File: src/rtl/gpio_dir_pkg.sv
package gpio_dir_pkg;

  localparam int unsigned DEF_NUM_PINS = 32;
  localparam int unsigned DEF_LANE_W   = 8;
  localparam int unsigned DEF_PAIR_LO  = 29;
  localparam int unsigned DEF_PAIR_HI  = 30;

  localparam logic DIR_INPUT  = 1'b0;
  localparam logic DIR_OUTPUT = 1'b1;

endpackage

File: src/rtl/gpio_dir_store.sv
module gpio_dir_store #(
  parameter int unsigned NUM_PINS = gpio_dir_pkg::DEF_NUM_PINS,
  parameter int unsigned LANE_W   = gpio_dir_pkg::DEF_LANE_W,
  localparam int unsigned NUM_LANES = NUM_PINS / LANE_W
) (
  input  logic                 clk,
  input  logic                 rst,
  input  logic                 wr_en,
  input  logic [NUM_LANES-1:0] be,
  input  logic [NUM_PINS-1:0]  wdata,
  output logic [NUM_PINS-1:0]  dir_q
);

  if (NUM_PINS % LANE_W != 0) begin : g_bad_geometry
    $error("gpio_dir_store: NUM_PINS must be a multiple of LANE_W");
  end

  for (genvar g = 0; g < NUM_LANES; g++) begin : g_lane
    logic [LANE_W-1:0] lane_q;

    always_ff @(posedge clk) begin
      if (rst) begin
        lane_q <= {LANE_W{gpio_dir_pkg::DIR_INPUT}};
      end else if (wr_en && be[g]) begin
        lane_q <= wdata[g*LANE_W +: LANE_W];
      end
    end

    assign dir_q[g*LANE_W +: LANE_W] = lane_q;


    lane_hold_chk: assert property (@(posedge clk) disable iff (rst)
      !(wr_en && be[g]) |=> $stable(dir_q[g*LANE_W +: LANE_W]));


    lane_load_chk: assert property (@(posedge clk) disable iff (rst)
      (wr_en && be[g]) |=> dir_q[g*LANE_W +: LANE_W] == $past(wdata[g*LANE_W +: LANE_W]));
  end

endmodule

File: src/rtl/gpio_dir_couple.sv
module gpio_dir_couple #(
  parameter int unsigned NUM_PINS = gpio_dir_pkg::DEF_NUM_PINS,
  parameter int unsigned PAIR_LO  = gpio_dir_pkg::DEF_PAIR_LO,
  parameter int unsigned PAIR_HI  = gpio_dir_pkg::DEF_PAIR_HI
) (
  input  logic                clk,
  input  logic                rst,
  input  logic [NUM_PINS-1:0] dir_q,
  output logic [NUM_PINS-1:0] pin_oe
);

  if (PAIR_LO >= NUM_PINS || PAIR_HI >= NUM_PINS || PAIR_LO == PAIR_HI) begin : g_bad_pair
    $error("gpio_dir_couple: coupled pins must be distinct and inside the port");
  end

  logic                pair_drive;
  logic [NUM_PINS-1:0] oe_next;

  always_comb begin
    pair_drive       = dir_q[PAIR_LO] & dir_q[PAIR_HI];
    oe_next          = dir_q;
    oe_next[PAIR_LO] = pair_drive;
    oe_next[PAIR_HI] = pair_drive;
  end

  always_ff @(posedge clk) begin
    if (rst) begin
      pin_oe <= '0;
    end else begin
      pin_oe <= oe_next;
    end
  end


  pair_match_chk: assert property (@(posedge clk) disable iff (rst)
    pin_oe[PAIR_LO] == pin_oe[PAIR_HI]);


  pair_gate_chk: assert property (@(posedge clk) disable iff (rst)
    !(dir_q[PAIR_LO] && dir_q[PAIR_HI]) |=> !pin_oe[PAIR_LO]);

  for (genvar g = 0; g < NUM_PINS; g++) begin : g_pin
    if (g != PAIR_LO && g != PAIR_HI) begin : g_plain

      oe_follow_chk: assert property (@(posedge clk) disable iff (rst)
        1'b1 |=> pin_oe[g] == $past(dir_q[g]));
    end
  end

endmodule

File: src/rtl/gpio_dir_readback.sv
module gpio_dir_readback #(
  parameter int unsigned NUM_PINS = gpio_dir_pkg::DEF_NUM_PINS
) (
  input  logic                clk,
  input  logic                rst,
  input  logic                rd_en,
  input  logic [NUM_PINS-1:0] dir_q,
  output logic [NUM_PINS-1:0] rdata
);

  always_ff @(posedge clk) begin
    if (rst) begin
      rdata <= '0;
    end else if (rd_en) begin
      rdata <= dir_q;
    end
  end


  read_load_chk: assert property (@(posedge clk) disable iff (rst)
    rd_en |=> rdata == $past(dir_q));


  read_hold_chk: assert property (@(posedge clk) disable iff (rst)
    !rd_en |=> $stable(rdata));

endmodule

File: src/rtl/gpio_dir_reg.sv
module gpio_dir_reg #(
  parameter int unsigned NUM_PINS = gpio_dir_pkg::DEF_NUM_PINS,
  parameter int unsigned LANE_W   = gpio_dir_pkg::DEF_LANE_W,
  parameter int unsigned PAIR_LO  = gpio_dir_pkg::DEF_PAIR_LO,
  parameter int unsigned PAIR_HI  = gpio_dir_pkg::DEF_PAIR_HI,
  localparam int unsigned NUM_LANES = NUM_PINS / LANE_W
) (
  input  logic                 clk,
  input  logic                 rst,
  input  logic                 wr_en,
  input  logic                 rd_en,
  input  logic [NUM_LANES-1:0] be,
  input  logic [NUM_PINS-1:0]  wdata,
  output logic [NUM_PINS-1:0]  rdata,
  output logic [NUM_PINS-1:0]  pin_oe
);

  logic [NUM_PINS-1:0] dir_q;

  gpio_dir_store #(
    .NUM_PINS (NUM_PINS),
    .LANE_W   (LANE_W)
  ) u_store (
    .clk   (clk),
    .rst   (rst),
    .wr_en (wr_en),
    .be    (be),
    .wdata (wdata),
    .dir_q (dir_q)
  );

  gpio_dir_couple #(
    .NUM_PINS (NUM_PINS),
    .PAIR_LO  (PAIR_LO),
    .PAIR_HI  (PAIR_HI)
  ) u_couple (
    .clk    (clk),
    .rst    (rst),
    .dir_q  (dir_q),
    .pin_oe (pin_oe)
  );

  gpio_dir_readback #(
    .NUM_PINS (NUM_PINS)
  ) u_readback (
    .clk   (clk),
    .rst   (rst),
    .rd_en (rd_en),
    .dir_q (dir_q),
    .rdata (rdata)
  );

endmodule

File: config.mk
export PLATFORM = sky130hd
export DESIGN_NAME = gpio_dir_reg
export DESIGN_NICKNAME = d
export VERILOG_FILES = /design/src/rtl/gpio_dir_pkg.sv /design/src/rtl/gpio_dir_store.sv /design/src/rtl/gpio_dir_couple.sv /design/src/rtl/gpio_dir_readback.sv /design/src/rtl/gpio_dir_reg.sv
export SDC_FILE = /design/constraint.sdc
export NUM_CORES = 1
export LEC_CHECK = 0
export BUFFER_PORTS_ARGS = -buffer_cell sky130_fd_sc_hd__buf_2
export CAP_MARGIN = 10
export CORE_ASPECT_RATIO = 0.6
export CORE_MARGIN = 1
export CORE_UTILIZATION = 50
export CTS_CLUSTER_DIAMETER = 120
export DETAILED_ROUTE_END_ITERATION = 8
export HOLD_SLACK_MARGIN = 0.1
export PLACE_DENSITY_LB_ADDON = 0.15
export RECOVER_POWER = 100
export SYNTH_ARGS = -nofsm -noshare
export SYNTH_HDL_FRONTEND = slang
export SYNTH_SLANG_ARGS = --single-unit
export TNS_END_PERCENT = 1
File: constraint.sdc
create_clock -name clk -period 0.9 [get_ports clk]
set_input_delay 0.045 -clock clk [delete_from_list [all_inputs] [get_ports clk]]
set_output_delay 0.045 -clock clk [all_outputs]
set_load 0.02 [all_outputs]
# == Word-level counts from Yosys, hierarchy flattened ==
# Cells that the tools add are included.
# totals
regBits,96
in_bits,40
output_inout_bits,64
# classes
bitwise,1
reduce_logical,4
# op_table
op,count
1-bit logical AND,4
1-bit bitwise AND,1

# == Logic depth before layout (Yosys ltp) ==
# depth
depth_word,1
depth_mapped,4
ltp_nobuf,2

# == Modules after synthesis ==
# A second synthesis with hierarchy kept.
# hier_totals
hier_cells,315
area_unflattened_um2,3485.8
# by_module_without_submodules
module,instances,cells_per_inst,area_each_um2,seq_area_each_um2
gpio_dir_store,1,146,1463.9,640.6
gpio_dir_readback,1,103,1163.6,640.6
gpio_dir_couple,1,66,858.3,620.6

# == Worst setup path after synthesis ==
# Ideal clock, no wire load.
# synth_timing
path_type,reg-to-reg
startpoint,register u_store.g_lane[3].lane_q[0] (netlist name)
endpoint,register u_store.g_lane[3].lane_q[0]
setup_ns,0.123
arrival_ns,0.665
required_time_ns,0.777
slack_ns,0.112
stages_incl_launch_ff,3
path_buffers,0
synth_period_minus_slack_ns,0.788
path_cell_list,dfxtp_1 -> nor2b_1 -> mux2_1
# synth_rtl
item,line_no,text
end signal: assignment,gpio_dir_store.sv:23,lane_q <= {LANE_W{gpio_dir_pkg::DIR_INPUT}};
end signal: assignment,gpio_dir_store.sv:25,lane_q <= wdata[g*LANE_W +: LANE_W];
end: declaration,gpio_dir_store.sv:19,logic [LANE_W-1:0] lane_q;

# == Worst setup path after layout ==
# layout_timing
startpoint,register u_couple.pin_oe[30]
endpoint,output pin_oe[30]
# layout_rtl
item,line_no,text
start: declaration,gpio_dir_couple.sv:9,output logic [NUM_PINS-1:0] pin_oe
start signal: assignment,gpio_dir_couple.sv:30,pin_oe <= oe_next;
end: declaration,gpio_dir_reg.sv:15,output logic [NUM_PINS-1:0] pin_oe
# No word-level cell between the ends.

==> out/metrics.yaml <==
clk_pin_slew_ps: 80
dr.max_layer_used: "met4"
worst_ep_required_time_ps: 850
gp_congestion: 0.6732
syn_area_um2: 3234
grt_pass1_wl_mm: 10.56
syn-num-nets: 319
power_frac_comb: 0.106
grt_pass1_vias: 2252
port_buffers: 103
netlist_instances: 279
final_max_slew_viol_count: 0
antenna_found_initial: 0
outcome: "complete, no violations"
dp_hpwl_mm: 4.354
wl_met1_mm: 2.942
area_delta_synth_final_pct: 44.64
fin_nets: 460
setup_violations: 0
die_y_um: 64.30
power_per_cell_area_nw_per_um2: 1811
fmax_mhz: 1134
synth_cell_types: 15
ys_seq_area_frac: 0.5880
cts_buffer_depth: 2
timing.final.ws_setup_ps: 18.00
wl_per_cell_um: 13.15
yosysWarningCount: 0
wl_met3_um: 457
syn_area_per_cell_um2: 11.59
p_clk_frac: 0.372
cpPeakStageDelay_ps: 340
coreArea_um2: 6166
crit_path_top_delay_cell: "dfxtp_1"
die-area_um2: 6805
max-vdd-ir-drop_mv: 1.117
cts.sinks: 95
vias_per_cell: 4.608
crit_chain: "buf_2"
grt_usage: 0.2033
critPathLaunchType: "register"
ys_ff_latch: 95
antenna_left: 0
wirelength_mm: 6.680
root_buffer: "clkbuf_8"
leakage_nw: 2.183
final_common_cell: "dfxtp_1"
ios: 104
placementRows: 22
min_period_over_period: 0.9800
cts_tree: "yes"
diodes: 0
rsz0062_at_grt: "yes"
dr_wl_met2_mm: 3.168
hold_path_class: "in2reg"
layout_common_cells: "dfxtp_1, nor2b_1, buf_2"
ys_top_cells_by_area: "dfxtp_1, nor2b_1, mux2i_1"
hold_violations: 0
dp_slack_ps: -57.33
start_util: 0.5246
p_switching_mw: 1.784
finalNonFillerCells: 508
cp_top_family: "flip-flops"
slew_headroom: 0.8927
p_seq_frac: 0.522
dp_cells: 460
intPower_mw: 6.687
synth_top_area_share: 0.5880
worst_setup_path_end_kind: "output port"
cap_violations: 0
first_iter_violations: 52
crit_type: "reg2out"
synth_top_cell_by_area: "dfxtp_1"
fin_crit_ps: 882.0
htree_num_levels: 3
tightestPinTransition_ps: 156.5
finalClockSkew_ps: 7.787
drc: 0
drive_gt1_frac: 0.4127
worstPathMaxFanout: 2
cts_buffers: 9
gr-total-overflow: 0
clk_latency_ps: 350
via_count: 2341
crit_buf_inv: 1
die_w_um: 105.8
swShare: 0.2106
grt_max_degree: 38
dr.pass1.iters: 4
critPathArrivalTime_ps: 840
synthesized netlist by cell type, drive strengths merged:
master / instances
inv: 1
and2: 4
buf: 16
o31ai: 1
nor2b: 60
mux2: 30
dfxtp: 95
o21ai: 1
nor2: 33
clkbuf: 3
nand4b: 2
mux2i: 32
nand2b: 1
final timing paths:
check	startpoint	to	slack, ps	cells past startpoint
max	u_couple.pin_oe[30]$_SDFF_PP0_	pin_oe[30]	20	1
min	rst	u_store.g_lane[2].lane_q[3]$_SDFFE_PP0P_	130	3
max reg2reg	u_store.g_lane[2].lane_q[1]$_SDFFE_PP0P_	u_store.g_lane[2].lane_q[1]$_SDFFE_PP0P_	30	2
min reg2reg	u_store.g_lane[2].lane_q[7]$_SDFFE_PP0P_	u_couple.pin_oe[23]$_SDFF_PP0_	480	1
routing by layer:
layer / global-route usage / vias to the layer above
li1: - / 1183
met1: 0.2385 / 1080
met2: 0.3391 / 66
met3: 0.08571 / 12
met4: 0.06424 / 0
met5: 0 / -
power by group through the flow:
stage	Clock (mW)	Combinational, mW	Sequential [mW]
after floorplan	0	0.360	4.60
after global placement	0	0.733	4.51
after detailed placement	0	0.745	4.51
after CTS	3.23	0.871	4.42
after global routing	3.41	0.964	4.44
final	3.15	0.894	4.42
cells by family (layout without fill, tap and decap cells):
| kind of cell | Yosys count | after routing | synth area share |
|---|---|---|---|
| and+or+nand+nor | 100 | 100 | 0.1694 |
| AOI/OAI and AO/OA | 2 | 2 | 0.003868 |
| buffers and inverters | 20 | 165 | 0.03520 |
| DFF | 95 | 95 | 0.5880 |
| muxes | 62 | 62 | 0.2035 |
per-stage QoR:
stage / total power [mW] / TNS [ps] / area (um2) / hold slack [ps] / util
2_1_floorplan: 4.959 / 0 / 3234 / 203.1 / -
3_3_place_gp: 5.239 / -597.2 / 3930 / 324.2 / 0.6374
3_5_place_dp: 5.256 / -930.0 / 3930 / 322.3 / 0.6374
4_1_cts: 8.513 / -4.611 / 4549 / 119.0 / 0.7378
5_1_grt: 8.816 / -108.3 / 4678 / 109.8 / 0.7587
6_report: 8.471 / 0 / 4678 / 127.5 / 0.7587
sequential cells by signal, indices dropped and copies added (netlist names):
| name | flops |
|---|---|
| u_readback.rdata | 32 |
| u_couple.pin_oe | 31 |
| u_store.g_lane.lane_q | 32 |
area by class of cell:
| class | count | area, um2 |
|---|---|---|
| Timing Repair Buffer | 149 | 1190 |
| Tap cell | 84 | 105.1 |
| Inverter | 1 | 3.754 |
| Clock buffer | 11 | 131.4 |
| Fill cell | 442 | 1488 |
| Multi-Input combinational cell | 164 | 1219 |
| Sequential cell | 95 | 1934 |
| Clock inverter | 4 | 95.09 |
repair_timing:
action	4_1_cts	5_1_grt
setup buffers	0	0
endpoints found under the hold margin	32	0
hold buffers	33	0
endpoints found under the setup margin	24	48
cloned	0	0
gates resized for setup	28	63
No activity file was read; power rests on OpenSTA's default activity.
